<file path="config.mk">
export PLATFORM = sky130hd
export DESIGN_NAME = vn_debias_top
export DESIGN_NICKNAME = d
export VERILOG_FILES = /design/src/rtl/vnd_pkg.sv /design/src/rtl/vnd_sample_timer.sv /design/src/rtl/vnd_pair_balancer.sv /design/src/rtl/vnd_run_monitor.sv /design/src/rtl/vn_debias_top.sv
export SDC_FILE = /design/constraint.sdc
export NUM_CORES = 1
export LEC_CHECK = 0
export BUFFER_PORTS_ARGS = -buffer_cell sky130_fd_sc_hd__buf_2
export CAP_MARGIN = 20
export CORE_ASPECT_RATIO = 1.75
export CORE_MARGIN = 3
export CORE_UTILIZATION = 42
export CTS_CLUSTER_DIAMETER = 30
export DETAILED_ROUTE_END_ITERATION = 8
export PLACE_DENSITY = 0.69
export SLEW_MARGIN = 20
export SYNTH_ARGS = -nofsm -noshare
export SYNTH_HDL_FRONTEND = slang
export SYNTH_HIERARCHICAL = 1
export SYNTH_SLANG_ARGS = --single-unit
</file>
<file path="constraint.sdc">
create_clock -name clk -period 3.9 [get_ports clk]
set_clock_uncertainty 0.15 [all_clocks]
set_input_delay 1.17 -clock clk [delete_from_list [all_inputs] [get_ports clk]]
set_output_delay 1.17 -clock clk [all_outputs]
set_load 0.02 [all_outputs]
</file>
<file path="src/rtl/vnd_pkg.sv">
package vnd_pkg;
    typedef enum logic {
        MODE_BALANCE = 1'b0,
        MODE_PASS    = 1'b1
    } mode_e;

    typedef struct packed {
        logic full;
        logic first;
    } half_pair_t;
endpackage

</file>
<file path="src/rtl/vnd_sample_timer.sv">
module vnd_sample_timer
    import vnd_pkg::*;
#(
    parameter int IVL_W      = 32,
    parameter int MIN_BYPASS = 17
) (
    input  logic             clk,
    input  logic             rst_n,
    input  logic             src_en,
    input  mode_e            mode,
    input  logic [IVL_W-1:0] interval,
    output logic             strobe
);
    typedef struct packed {
        logic [IVL_W-1:0] cnt;
    } timer_s;

    timer_s           st_d, st_q;
    logic [IVL_W-1:0] eff;

    always_comb begin
        eff = interval;
        if (eff == '0) eff = IVL_W'(1);
        if (mode == MODE_PASS && eff < IVL_W'(MIN_BYPASS)) eff = IVL_W'(MIN_BYPASS);
        strobe = src_en && (st_q.cnt >= eff - IVL_W'(1));
        st_d = st_q;
        if (!src_en || strobe) st_d.cnt = '0;
        else                   st_d.cnt = st_q.cnt + IVL_W'(1);
    end

    always_ff @(posedge clk or negedge rst_n) begin
        if (!rst_n) st_q <= '0;
        else        st_q <= st_d;
    end

    assert_no_strobe_idle_R8: assert property (@(posedge clk) disable iff (!rst_n)
        !src_en |-> !strobe);

    assert_bypass_gap_R2: assert property (@(posedge clk) disable iff (!rst_n)
        (strobe && mode == MODE_PASS) |=> !strobe);
endmodule

</file>
<file path="src/rtl/vnd_pair_balancer.sv">
module vnd_pair_balancer
    import vnd_pkg::*;
(
    input  logic  clk,
    input  logic  rst_n,
    input  logic  src_en,
    input  logic  strobe,
    input  mode_e mode,
    input  logic  raw_bit,
    output logic  out_bit,
    output logic  out_valid
);
    typedef struct packed {
        half_pair_t pair;
        logic       bit_o;
        logic       vld;
    } bal_s;

    bal_s st_d, st_q;

    always_comb begin
        st_d     = st_q;
        st_d.vld = 1'b0;
        if (!src_en || mode == MODE_PASS) st_d.pair.full = 1'b0;
        if (strobe) begin
            if (mode == MODE_PASS) begin
                st_d.vld   = 1'b1;
                st_d.bit_o = raw_bit;
            end else if (!st_q.pair.full) begin
                st_d.pair.full  = 1'b1;
                st_d.pair.first = raw_bit;
            end else begin
                st_d.pair.full = 1'b0;
                if (st_q.pair.first != raw_bit) begin
                    st_d.vld   = 1'b1;
                    st_d.bit_o = st_q.pair.first;
                end
            end
        end
    end

    always_ff @(posedge clk or negedge rst_n) begin
        if (!rst_n) st_q <= '0;
        else        st_q <= st_d;
    end

    assign out_bit   = st_q.bit_o;
    assign out_valid = st_q.vld;

    assert_out_needs_sample_R3: assert property (@(posedge clk) disable iff (!rst_n)
        !strobe |=> !out_valid);

    assert_pair_restarts_R5: assert property (@(posedge clk) disable iff (!rst_n)
        (strobe && st_q.pair.full && mode == MODE_BALANCE) |=> !st_q.pair.full);
endmodule

</file>
<file path="src/rtl/vnd_run_monitor.sv">
module vnd_run_monitor
    import vnd_pkg::*;
#(
    parameter int RUN_LEN = 32
) (
    input  logic  clk,
    input  logic  rst_n,
    input  logic  src_en,
    input  logic  strobe,
    input  mode_e mode,
    input  logic  raw_bit,
    output logic  run_err
);
    localparam int CW = $clog2(RUN_LEN + 1);

    typedef struct packed {
        logic [CW-1:0] cnt;
        logic          last;
        logic          err;
    } run_s;

    run_s st_d, st_q;

    always_comb begin
        st_d     = st_q;
        st_d.err = 1'b0;
        if (!src_en || mode == MODE_PASS) begin
            st_d.cnt = '0;
        end else if (strobe) begin
            if (st_q.cnt == '0 || raw_bit != st_q.last) begin
                st_d.cnt  = CW'(1);
                st_d.last = raw_bit;
            end else if (st_q.cnt == CW'(RUN_LEN - 1)) begin
                st_d.cnt = '0;
                st_d.err = 1'b1;
            end else begin
                st_d.cnt = st_q.cnt + CW'(1);
            end
        end
    end

    always_ff @(posedge clk or negedge rst_n) begin
        if (!rst_n) st_q <= '0;
        else        st_q <= st_d;
    end

    assign run_err = st_q.err;

    assert_err_after_sample_R6: assert property (@(posedge clk) disable iff (!rst_n)
        !strobe |=> !run_err);

    assert_no_err_bypass_R7: assert property (@(posedge clk) disable iff (!rst_n)
        (mode == MODE_PASS) |=> !run_err);
endmodule

</file>
<file path="src/rtl/vn_debias_top.sv">
module vn_debias_top
    import vnd_pkg::*;
#(
    parameter int IVL_W      = 32,
    parameter int MIN_BYPASS = 17,
    parameter int RUN_LEN    = 32
) (
    input  logic             clk,
    input  logic             rst_n,
    input  logic             src_en,
    input  logic             raw_bit,
    input  logic [IVL_W-1:0] interval,
    input  logic             bypass,
    output logic             out_bit,
    output logic             out_valid,
    output logic             run_err
);
    mode_e mode;
    logic  strobe;

    assign mode = bypass ? MODE_PASS : MODE_BALANCE;

    vnd_sample_timer #(.IVL_W(IVL_W), .MIN_BYPASS(MIN_BYPASS)) u_timer (
        .clk(clk), .rst_n(rst_n), .src_en(src_en), .mode(mode),
        .interval(interval), .strobe(strobe)
    );

    vnd_pair_balancer u_balancer (
        .clk(clk), .rst_n(rst_n), .src_en(src_en), .strobe(strobe), .mode(mode),
        .raw_bit(raw_bit), .out_bit(out_bit), .out_valid(out_valid)
    );

    vnd_run_monitor #(.RUN_LEN(RUN_LEN)) u_run (
        .clk(clk), .rst_n(rst_n), .src_en(src_en), .strobe(strobe), .mode(mode),
        .raw_bit(raw_bit), .run_err(run_err)
    );

    assert_reset_quiet_R9: assert property (@(posedge clk) disable iff (!rst_n)
        $rose(rst_n) |-> (!out_valid && !run_err));
endmodule

</file>
==> metrics.csv, run 1 <==
metric,value,unit
Clock power frac,42.7,%
layout cell share with drive strength beyond 1,31.8,%
WP buf/inv,2,
Worst Reg2Reg Path Length in Cells,13,
Die Span Y,134,µm
Starting Density,43.0,%
CTS tree,done,
initial drt markers,125,
hold_buf cts,0,
Detailed Route WL,11.8,mm
first-pass GRT wire length,18.7,mm
initial antenna violation count,0,
WP depth,22,
worst hold path class,reg2reg,
Critical R2R Launch,u_timer/st_q[0],
critical path's largest stage delay,0.57,ns
PortBufs,39,
critical-path maximum fanout,3,
setup ws final,-2.27,ns
Setup crit start,interval[20],
Yosys warning total,6,
Routed Antenna Nets,0,
die width,79.0,µm
GR Util met2,42.1,%
pre-CTS setup slack,-2.80,ns
vias per std cell,5.82,
critical path cell sequence,buf_6 > or4_4 > nor4_4 > and3_4 > nand2_4 > nand2_2 > ha_2 > or4b_4 > buf_6 > or4_4 > a21oi_2 > xnor2_1 > ha_1 > nand4_1 > o21bai_1 > o32a_1 > a311oi_4 > o21a_4 > nand3b_4 > a211o_1 > or3b_1 > a31oi_1,
Top delay family on crit path,simple AND/OR/NAND/NOR gates,
number of fill cells,833,
dpl cells,657,
pin count of the biggest net entering global routing,45,
vias in the first global route,4018,
Slew HR,30.8,%
"Top FF cell, synth",dfrtp_1,
synthesized area,3910,µm²
DR DRC count,0,
Longest Clk Path Bufs,2,
Net Sw Frac,24.0,%
routed len/inst,17.4,µm
GR peak layer,met2,
GRT Overall Usage,22.4,%
"EDFF count, synth",0,
post-route minimum period,6.17,ns
"FFs w/ async S/R, synth",100,%
mean post-synth cell area,8.76,µm²
# setup viols final,44,
R2R Setup Slk,0.71,ns
gpl congestion,0.900,
Leak,0.00221,µW
Worst-path clk slew,0.06,ns
HPWL Detailed,8.83,mm
hold_ws,0.359,ns
Yosys cell types,62,
failing checks,setup timing,
routing usage on met1,23.5,%
Num CTS Buffers,5,
startpoint types,primary input,
sequential cell area,1100,µm²
critical path's slowest cell,or4_4,
NetSw,267,µW
sequential element share of the synthesized area,28.1,%
final design utilization,57.5,%
end point of the critical path,u_run/st_q[5],
htree depth,2,
Comb power frac,15.4,%
Power Density,213,nW/µm²
via count,3933,
ant diodes,0,
CP endpoint kind,flop,
GRT overflow,0,
Internal Pwr Total,844,µW
unrepaired setup endpoints after global routing,true,
final cell count without fillers,676,
Pre-antenna DRT Iters,4,
Slew @ Worst Pin,1.02,ns
Multi-input gate area,2930,µm²
Fin. Hold Viols,0,
max-cap violation count,0,
cell row count,46,
run status,"finished, violations left",
IO Pins,40,
area delta synth->final,33.6,%
GRT met3 Usage,2.10,%
critical path arrival,6.21,ns
Sink Count,44,
Synth Instances,447,
Syn Nets,521,
fmax,162,MHz
Worst-Skew Late Latency,0.29,ns
CTS root buffer,clkbuf_16,
Reg power frac,41.9,%
worst reg2reg path endpoint,u_run/st_q[7],
fin crit share,158,%
"Req. time, crit path",3.95,ns
Crit Path Class,in2reg,
Seq cells post-synth,44,
final net count,629,
core area,9090,µm²
Peak VDD IR,0.194,mV
die area,10600,µm²
fin. max-slew vios,0,
Tot Pwr,1110,µW
-- power groups by stage --
stage	Clock [µW]	Sequential [µW]	Combinational, µW
after floorplan	0	472	62.8
after global placement	0	473	154
after detailed placement	0	473	158
after CTS	484	465	162
after global routing	500	466	188
final	475	465	171
-- registers in the layout, summed over array words and instances (netlist names) --
name	flops
u_timer/st_q	32
u_run/run_err	1
u_balancer/out_valid	1
u_balancer/st_q	2
u_balancer/out_bit	1
u_run/st_q	7
-- cells in the final DEF (no fill, tap or decap), types with 4 or more instances in the layout --
cell / synthesis / routed
nor4_1: 13 / 11
ha_1: 37 / 35
dfrtp_1: 44 / 44
and3_1: 4 / 4
buf_6: 2 / 8
nand2_1: 34 / 31
clkbuf_16: 0 / 5
xor2_1: 28 / 27
nor4b_1: 21 / 18
or4_1: 6 / 5
buf_4: 0 / 72
o21ai_0: 14 / 10
nor2_1: 20 / 17
a21oi_1: 19 / 16
o21ai_1: 5 / 7
nand3_1: 22 / 21
inv_1: 13 / 13
xnor2_1: 28 / 27
nand4_1: 16 / 16
a31oi_1: 8 / 7
and4_1: 4 / 4
nor3_1: 28 / 26
and2_1: 4 / 4
buf_2: 5 / 37
-- cell families after synthesis --
family	share of synthesized area, %
AND/OR/NAND/NOR	29.6
buffers and inverters	3.42
multiplexers	0.959
AO/OA/AOI/OAI	13.3
XOR/XNOR	12.5
flip-flops	28.1
adder cells (fa/ha/maj)	12.1
-- metal layers --
metal / vias to the layer above / routed length, µm
met5: - / 0
met4: 0 / 642
met3: 42 / 439
met2: 102 / 6380
met1: 1884 / 4330
li1: 1905 / -
-- timing repair --
item,in CTS,in global routing
buffers inserted,9,3
endpoints found under the setup margin,44,44
pin swaps,16,8
endpoints found under the hold margin,0,0
resized for setup,21,28
-- synth_stat cells (2+ instances only) --
library cell   n  share of area [%]
a2111oi_0      4               0.90
a211oi_1       5               0.96
a21o_1         2               0.38
a21oi_1       19                2.4
a31oi_1        8                1.3
and2_1         4               0.64
and3_1         4               0.64
and4_1         4               0.90
buf_2          5               0.64
buf_6          2               0.58
clkbuf_1      10               0.96
dfrtp_1       44                 28
ha_1          37                 12
inv_1         13                1.2
mux2_2         2               0.58
nand2_1       34                3.3
nand2b_1       4               0.64
nand3_1       22                2.8
nand4_1       16                2.6
nor2_1        20                1.9
nor2b_1        2               0.32
nor3_1        28                3.6
nor4_1        13                2.1
nor4b_1       21                4.7
o211ai_1       3               0.58
o21a_1         4               0.77
o21ai_0       14                1.8
o21ai_1        5               0.64
o21bai_1       2               0.38
or2_2          4               0.64
or3_1          2               0.32
or4_1          6                1.2
xnor2_1       28                6.3
xor2_1        28                6.3
-- final cells by class --
class                   instances  share of cell area, %
clock inverters                 2                  0.670
clock buffers                   6                   2.46
repair buffers                118                   16.0
inverters                      13                  0.933
well taps                     120                   2.87
multi-input cells             373                   56.0
flip-flops and latches         44                   21.1
-- worst min path at each step --
stage	end	from	depth (start not counted)	slack, ns
after floorplan	u_balancer/st_q[2]	u_balancer/st_q[2]	2	0.31
after global placement	u_balancer/st_q[2]	u_balancer/st_q[2]	2	0.33
after detailed placement	u_balancer/st_q[2]	u_balancer/st_q[2]	2	0.35
after CTS	u_balancer/st_q[2]	u_balancer/st_q[2]	2	0.36
after global routing	u_balancer/st_q[2]	u_balancer/st_q[2]	2	0.39
final	u_balancer/st_q[2]	u_balancer/st_q[2]	2	0.36
-- per-stage QoR --
step	setup TNS (ns)	cell area (µm²)
5_1_grt	-84.05	5230
2_1_floorplan	-92.95	3970
3_3_place_gp	-99.07	4740
4_1_cts	-80.95	5060
6_report	-78.32	5230
3_5_place_dp	-101.33	4740
-- worst register-to-register path: cells and delay by family, from the launching register on --
kind	cells	cell delay, ns
AOI/OAI and AO/OA	7	1.61
DFF	1	0.45
buffers and inverters	3	0.37
adders and majority gates	1	0.28
and+or+nand+nor	2	0.21
No activity file was read; power rests on OpenSTA's default activity.
==> run 2: changes to the inputs <==
--- a/config.mk
+++ b/config.mk
@@ -6,4 +6,5 @@
 export NUM_CORES = 1
 export LEC_CHECK = 0
+export ABC_CLOCK_PERIOD_IN_PS = 3900
 export BUFFER_PORTS_ARGS = -buffer_cell sky130_fd_sc_hd__buf_2
 export CAP_MARGIN = 20
==> constraint.sdc (replaced) <==
create_clock -name clk -period 3.9 [get_ports clk]
set_clock_uncertainty 0.15 [all_clocks]
set_input_delay 0.78 -clock clk [delete_from_list [all_inputs] [get_ports clk]]
set_output_delay 0.78 -clock clk [all_outputs]
set_load 0.02 [all_outputs]
==> metrics.csv, run 2 (same netlist as run 1, synthesis figures left out) <==
metric,value,unit,change
failing checks,setup timing,,
die width,79.0,µm,unchanged
vias in the first global route,4027,,+0.22%
critical path's slowest cell,or4_4,,
Worst-path clk slew,0.06,ns,about the same
CP endpoint kind,flop,,
Leak,0.00218,µW,-1.6%
die area,10600,µm²,unchanged
gpl congestion,0.902,,+0.17%
final net count,627,,-0.32%
critical path arrival,5.78,ns,-0.43 ns
setup ws final,-1.82,ns,+0.448 ns
Pre-antenna DRT Iters,4,,unchanged
max-cap violation count,0,,unchanged
critical path's largest stage delay,0.57,ns,about the same
Longest Clk Path Bufs,2,,unchanged
unrepaired setup endpoints after global routing,true,,
Routed Antenna Nets,0,,unchanged
worst reg2reg path endpoint,u_balancer/out_bit,,
initial drt markers,147,,+18%
CTS tree,done,,
Worst-Skew Late Latency,0.29,ns,about the same
CTS root buffer,clkbuf_16,,
htree depth,2,,unchanged
# setup viols final,44,,unchanged
initial antenna violation count,0,,unchanged
Crit Path Class,in2reg,,
final cell count without fillers,674,,-0.30%
"most used cell, CP",nand2_2,,
vias per std cell,5.86,,+0.73%
Sink Count,44,,unchanged
pre-CTS setup slack,-2.36,ns,+0.433 ns
first-pass GRT wire length,18.8,mm,+0.29%
Critical R2R Launch,u_timer/st_q[0],,
PortBufs,39,,unchanged
Worst Reg2Reg Path Length in Cells,12,,-1
worst hold path class,in2async,,
pin count of the biggest net entering global routing,45,,unchanged
"Req. time, crit path",3.96,ns,about the same
DR DRC count,0,,unchanged
Peak VDD IR,0.288,mV,+48%
number of fill cells,845,,+1.4%
Biggest register,u_timer/st_q,,
Largest regs,"u_timer/st_q x32, u_run/st_q x7, u_balancer/st_q x2",,
Slew @ Worst Pin,0.950,ns,-0.0737 ns
dpl cells,657,,unchanged
Tot Pwr,1060,µW,-4.5%
HPWL Detailed,8.97,mm,+1.6%
layout cell share with drive strength beyond 1,30.7,%,-1.1 points
max FFs per register,32,,unchanged
IO Pins,40,,unchanged
"commonest non-fill, non-tap cell in the layout",buf_4,,
final design utilization,56.4,%,-1.1 points
routed len/inst,17.5,µm,+0.35%
critical path cell sequence,buf_6 > or4_4 > nor4_4 > and3_4 > nand2_2 > nand2_2 > ha_4 > or4b_4 > or3_4 > nor3_2 > a21bo_2 > xor2_1 > ha_1 > nand4_1 > a2111o_1 > a311oi_4 > o21a_4 > nand3b_4 > a211o_1 > or3b_1 > a31oi_1,,
R2R Setup Slk,0.67,ns,-0.04 ns
Die Span Y,134,µm,unchanged
Final Instance Area,5130,µm²,-1.9%
hold_buf cts,0,,unchanged
GRT overflow,0,,unchanged
ant diodes,0,,unchanged
critical-path maximum fanout,5,,+2
Detailed Route WL,11.8,mm,about the same
area delta synth->final,31.1,%,
Num CTS Buffers,5,,unchanged
fmax,175,MHz,+7.8%
run status,"finished, violations left",,
startpoint types,primary input,,
"commonest cells after routing, fill and taps aside","buf_4 (72), dfrtp_1 (44), buf_2 (36), ha_1 (36), nand2_1 (31)",,
fin crit share,147,%,-11 points
cell row count,46,,unchanged
via count,3950,,+0.43%
DP Area,4740,µm²,unchanged
Fin. Hold Viols,0,,unchanged
GRT Overall Usage,22.4,%,about the same
Slew HR,35.8,%,+5.0 points
Starting Density,43.0,%,unchanged
core area,9090,µm²,unchanged
post-route minimum period,5.72,ns,-0.448 ns
Power Density,207,nW/µm²,-2.7%
fin. max-slew vios,0,,unchanged
## run 2: metrics by stage
| stage | hold WS, ns | setup TNS, ns |
|---|---|---|
| final | 0.334 | -60.39 |
| after detailed placement | 0.349 | -84.32 |
| after CTS | 0.368 | -61.31 |
| after global routing | 0.374 | -68.42 |
| after global placement | 0.330 | -82.18 |
| after floorplan | 0.312 | -75.79 |
## run 2: routing by layer
layer	routed length [µm]	vias up	part of all wire (%)	global-route usage, %
met2	6530	91	55	42.4
met3	370	36	3.1	2.57
met4	537	0	4.6	13.1
met1	4350	1931	37	22.8
met5	0	-	0	0
li1	-	1892	-	-
## run 2: report_power, final
group | internal (µW) | switching (µW) | leakage (µW)
Clock | 253 | 175 | 0.0000766
Sequential | 460 | 5.24 | 0.000612
Combinational | 80.7 | 87.4 | 0.00149
## run 2: timing repair
item	4_1_cts	5_1_grt
buffers inserted	9	1
pin swaps	11	6
endpoints found under the setup margin	44	44
resized for setup	24	16
## run 2: worst max-delay path by stage
stage / from / end / slack [ns] / depth (start not counted)
floorplan: interval[23] / u_run/st_q[5] / -2.44 / 23
global placement: interval[23] / u_run/st_q[5] / -2.21 / 21
detailed placement: interval[23] / u_run/st_q[5] / -2.36 / 21
CTS: interval[23] / u_run/st_q[6] / -1.83 / 21
global route: interval[23] / u_run/st_q[5] / -2.03 / 21
finish: interval[23] / u_run/st_q[5] / -1.82 / 21
## run 2: final cells by class
cell class / instances / area (µm²) / share of cell area [%]
tap: 120 / 150 / 2.93
sequential: 44 / 1100 / 21.5
multi-input combinational: 373 / 2870 / 56.0
clock buffer: 6 / 139 / 2.71
inverter: 13 / 48.8 / 0.951
clock inverter: 2 / 10.0 / 0.195
timing repair buffer: 116 / 811 / 15.8
## run 2: critical path: cells and delay by family
| kind | cells | cell delay, ns |
|---|---|---|
| xor gates and xnor gates | 1 | 0.15 |
| AOI/OAI and AO/OA | 6 | 1.56 |
| and+or+nand+nor | 11 | 2.77 |
| adders and majority gates | 2 | 0.42 |
| buffers and inverters | 1 | 0.09 |
==> run 3: changes to the inputs <==
HOLD_SLACK_MARGIN = 0.02   (was default)
PLACE_DENSITY = 0.7   (was 0.69)
SYNTH_HIERARCHICAL = default   (was 1)
==> metrics.csv, run 3 <==
metric,value,unit,change
Detailed Route WL,9.54,mm,-19%
"EDFF count, synth",0,,unchanged
worst hold path class,in2async,,
first-pass GRT wire length,15.4,mm,-18%
run status,"finished, violations left",,
fmax,186,MHz,+6.3%
GRT overflow,0,,unchanged
most numerous cell in the Yosys netlist,nor2_1,,
failing checks,setup timing,,
Leak,0.00216,µW,-0.68%
Final Instance Area,4730,µm²,-7.8%
"top cells by count, synth","nor2_1 (59), dfrtp_1 (44), ha_1 (37)",,
Yosys top cell area share,31.6,%,+3.5 points
Num CTS Buffers,5,,unchanged
gpl congestion,0.862,,-4.4%
Slew @ Worst Pin,1.10,ns,+0.147 ns
Yosys top cell by area,dfrtp_1,,
Worst-Skew Late Latency,0.29,ns,about the same
critical-path maximum fanout,4,,-1
Power Density,226,nW/µm²,+9.5%
critical path arrival,5.43,ns,-0.35 ns
Worst-path clk slew,0.06,ns,about the same
"commonest cells after routing, fill and taps aside","buf_4 (67), nor2_1 (54), dfrtp_1 (44), buf_2 (37), ha_1 (36)",,
CP endpoint kind,flop,,
vias in the first global route,3345,,-17%
xor/xnor share of the synthesized area,14.8,%,+2.3 points
NetSw,275,µW,+2.6%
Crit Path Class,in2reg,,
Starting Density,43.5,%,+0.45 points
CTS tree,done,,
Seq cells post-synth,44,,unchanged
Pre-antenna DRT Iters,4,,unchanged
DR DRC count,0,,unchanged
critical path's slowest cell,or4_4,,
Post-Synth Adder-Cell Area,13.6,%,+1.5 points
Net Sw Frac,25.6,%,+0.41 points
IO Pins,40,,unchanged
critical path's largest stage delay,0.50,ns,-0.07 ns
Yosys warning total,0,,-6
CTS root buffer,clkbuf_16,,
ant diodes,0,,unchanged
max-cap violation count,0,,unchanged
Die Span Y,127,µm,-5.4%
# setup viols final,44,,unchanged
Area contributors post-synth,"dfrtp_1 (32%), ha_1 (13%), xnor2_1 (8.0%)",,
routed len/inst,16.0,µm,-8.8%
Syn Nets,467,,-10%
via count,3340,,-15%
mean post-synth cell area,8.87,µm²,+1.3%
htree depth,2,,unchanged
Synth Instances,393,,-12%
pin count of the biggest net entering global routing,45,,unchanged
Slew HR,26.1,%,-9.7 points
core area,8020,µm²,-12%
Peak VDD IR,0.208,mV,-28%
Reg power frac,43.5,%,-0.3 points
number of fill cells,660,,-22%
Comb power frac,16.0,%,+0.2 points
Largest regs,"u_timer.st_q x32, u_run.st_q x7, u_balancer.st_q x2",,
sequential element share of the synthesized area,31.6,%,+3.5 points
"FFs w/ async S/R, synth",100,%,unchanged
critical path cell sequence,buf_2 > or4_4 > or4_4 > nor4b_4 > nand2_2 > o21ai_2 > ha_2 > nand2_2 > nor2_4 > nand2_4 > or3_1 > a21boi_2 > ha_1 > nand4_1 > nor3_2 > nand3_1 > o211ai_1 > a31oi_4 > buf_6 > or4b_4 > a21oi_1,,
vias per std cell,5.59,,-4.7%
Biggest register,u_timer.st_q,,
largest family of logic cells by synthesized area,simple AND/OR/NAND/NOR gates,,
"Top FF cell, synth",dfrtp_1,,
sequential cell area,1100,µm²,unchanged
post-synthesis compound-gate area fraction,8.18,%,-5.1 points
fin crit share,138,%,-8.7 points
Fin. Hold Viols,0,,unchanged
final design utilization,59.0,%,+2.6 points
layout cell share with drive strength beyond 1,33.5,%,+2.8 points
synthesized area,3490,µm²,-11%
Routed Antenna Nets,0,,unchanged
setup ws final,-1.48,ns,+0.341 ns
post-route minimum period,5.38,ns,-0.341 ns
initial drt markers,129,,-12%
hold_buf cts,0,,unchanged
GRT Overall Usage,20.9,%,-1.5 points
Internal Pwr Total,797,µW,+0.41%
initial antenna violation count,0,,unchanged
Sink Count,44,,unchanged
die width,74.9,µm,-5.2%
PortBufs,39,,unchanged
simple-gate share of the synthesized area,28.9,%,-0.64 points
startpoint types,primary input,,
unrepaired setup endpoints after global routing,true,,
"Req. time, crit path",3.96,ns,about the same
area delta synth->final,35.7,%,
fin. max-slew vios,0,,unchanged
cell row count,43,,-6.5%
HPWL Detailed,7.02,mm,-22%
Clock power frac,40.5,%,+0.2 points
max FFs per register,32,,unchanged
"commonest non-fill, non-tap cell in the layout",buf_4,,
die area,9470,µm²,-10%
Multi-input gate area,2480,µm²,-14%
Longest Clk Path Bufs,2,,unchanged
Yosys cell types,45,,-27%
mux share of post-synthesis cell area,0.969,%,+0.010 points
final net count,581,,-7.3%
DP Area,4350,µm²,-8.4%
==> run 3: cell count changes after synthesis, sizes merged, moves of 6 or more <==
cell | previous run | this run
a31oi | 8 | 1
and3 | 5 | 12
nor3 | 28 | 15
nor4b | 21 | 1
nor4 | 15 | 9
nor2 | 20 | 59
nand4 | 16 | 7
buf | 7 | 1
==> run 3: metrics by stage <==
step / hold slack (ns) / cells / power (µW) / TNS (ns) / setup WS, ns
final: 0.337 / 598 / 1070 / -55.37 / -1.48
after global routing: 0.387 / 598 / 1110 / -63.99 / -1.67
after CTS: 0.369 / 595 / 1070 / -50.84 / -1.33
after detailed placement: 0.354 / 578 / 633 / -64.12 / -1.64
after global placement: 0.345 / 578 / 628 / -59.26 / -1.52
after floorplan: 0.321 / 393 / 537 / -51.42 / -1.24
==> run 3: final timing paths <==
kind / cells past startpoint / slack [ns] / from / end
max: 21 / -1.48 / interval[8] / u_run.st_q[5]
min: 1 / 0.34 / rst_n / u_timer.st_q[24]
max reg2reg: 9 / 1.03 / u_timer.st_q[22] / u_run.st_q[5]
min reg2reg: 1 / 0.36 / u_balancer.out_bit / u_balancer.out_bit
max in group asynchronous: 1 / 2.86 / rst_n / u_balancer.out_bit
min in group clk: 1 / 0.36 / u_balancer.out_bit / u_balancer.out_bit
==> run 3: cells by family after synthesis <==
logic type               count (synthesis)
AND/OR/NAND/NOR                        183
AO/OA/AOI/OAI                           50
multiplexers                             3
XOR/XNOR                                59
flip-flops                              44
adder cells (fa/ha/maj)                 38
buffers and inverters                   16
==> run 3: per-layer routing <==
metal | share of wire, % | wire length, µm | up-vias | global-route usage, %
met3 | 3.0 | 288 | 14 | 3.25
met2 | 56 | 5380 | 62 | 39.1
li1 | - | - | 1632 | -
met4 | 2.3 | 222 | 0 | 6.92
met1 | 38 | 3660 | 1632 | 22.7
met5 | 0 | 0 | - | 0
==> run 3: power groups by stage <==
stage / Clock, µW / Sequential, µW / Combinational [µW]
finish: 434 / 466 / 171
global route: 458 / 466 / 189
floorplan: 0 / 473 / 63.2
detailed placement: 0 / 474 / 159
global placement: 0 / 474 / 155
CTS: 445 / 466 / 165
==> run 3: repair_timing <==
item	4_1_cts	5_1_grt
pin swaps	9	4
buffers inserted	9	2
gates resized for setup	19	9
setup endpoints to repair	44	44
cloned	0	1
==> run 3: critical path: cells and delay by family <==
| family | cells | cell delay (ns) |
|---|---|---|
| buf+inv | 2 | 0.26 |
| compound gates | 5 | 0.97 |
| fa+ha+maj | 2 | 0.35 |
| simple gates | 12 | 3.07 |
==> run 3: area by class of cell <==
| cell class | instances | share of cell area (%) |
|---|---|---|
| multi-input cells | 333 | 52.4 |
| inverters | 8 | 0.635 |
| flip-flops and latches | 44 | 23.3 |
| clock buffers | 6 | 2.94 |
| well taps | 90 | 2.38 |
| clock inverters | 2 | 0.212 |
| repair buffers | 115 | 18.2 |
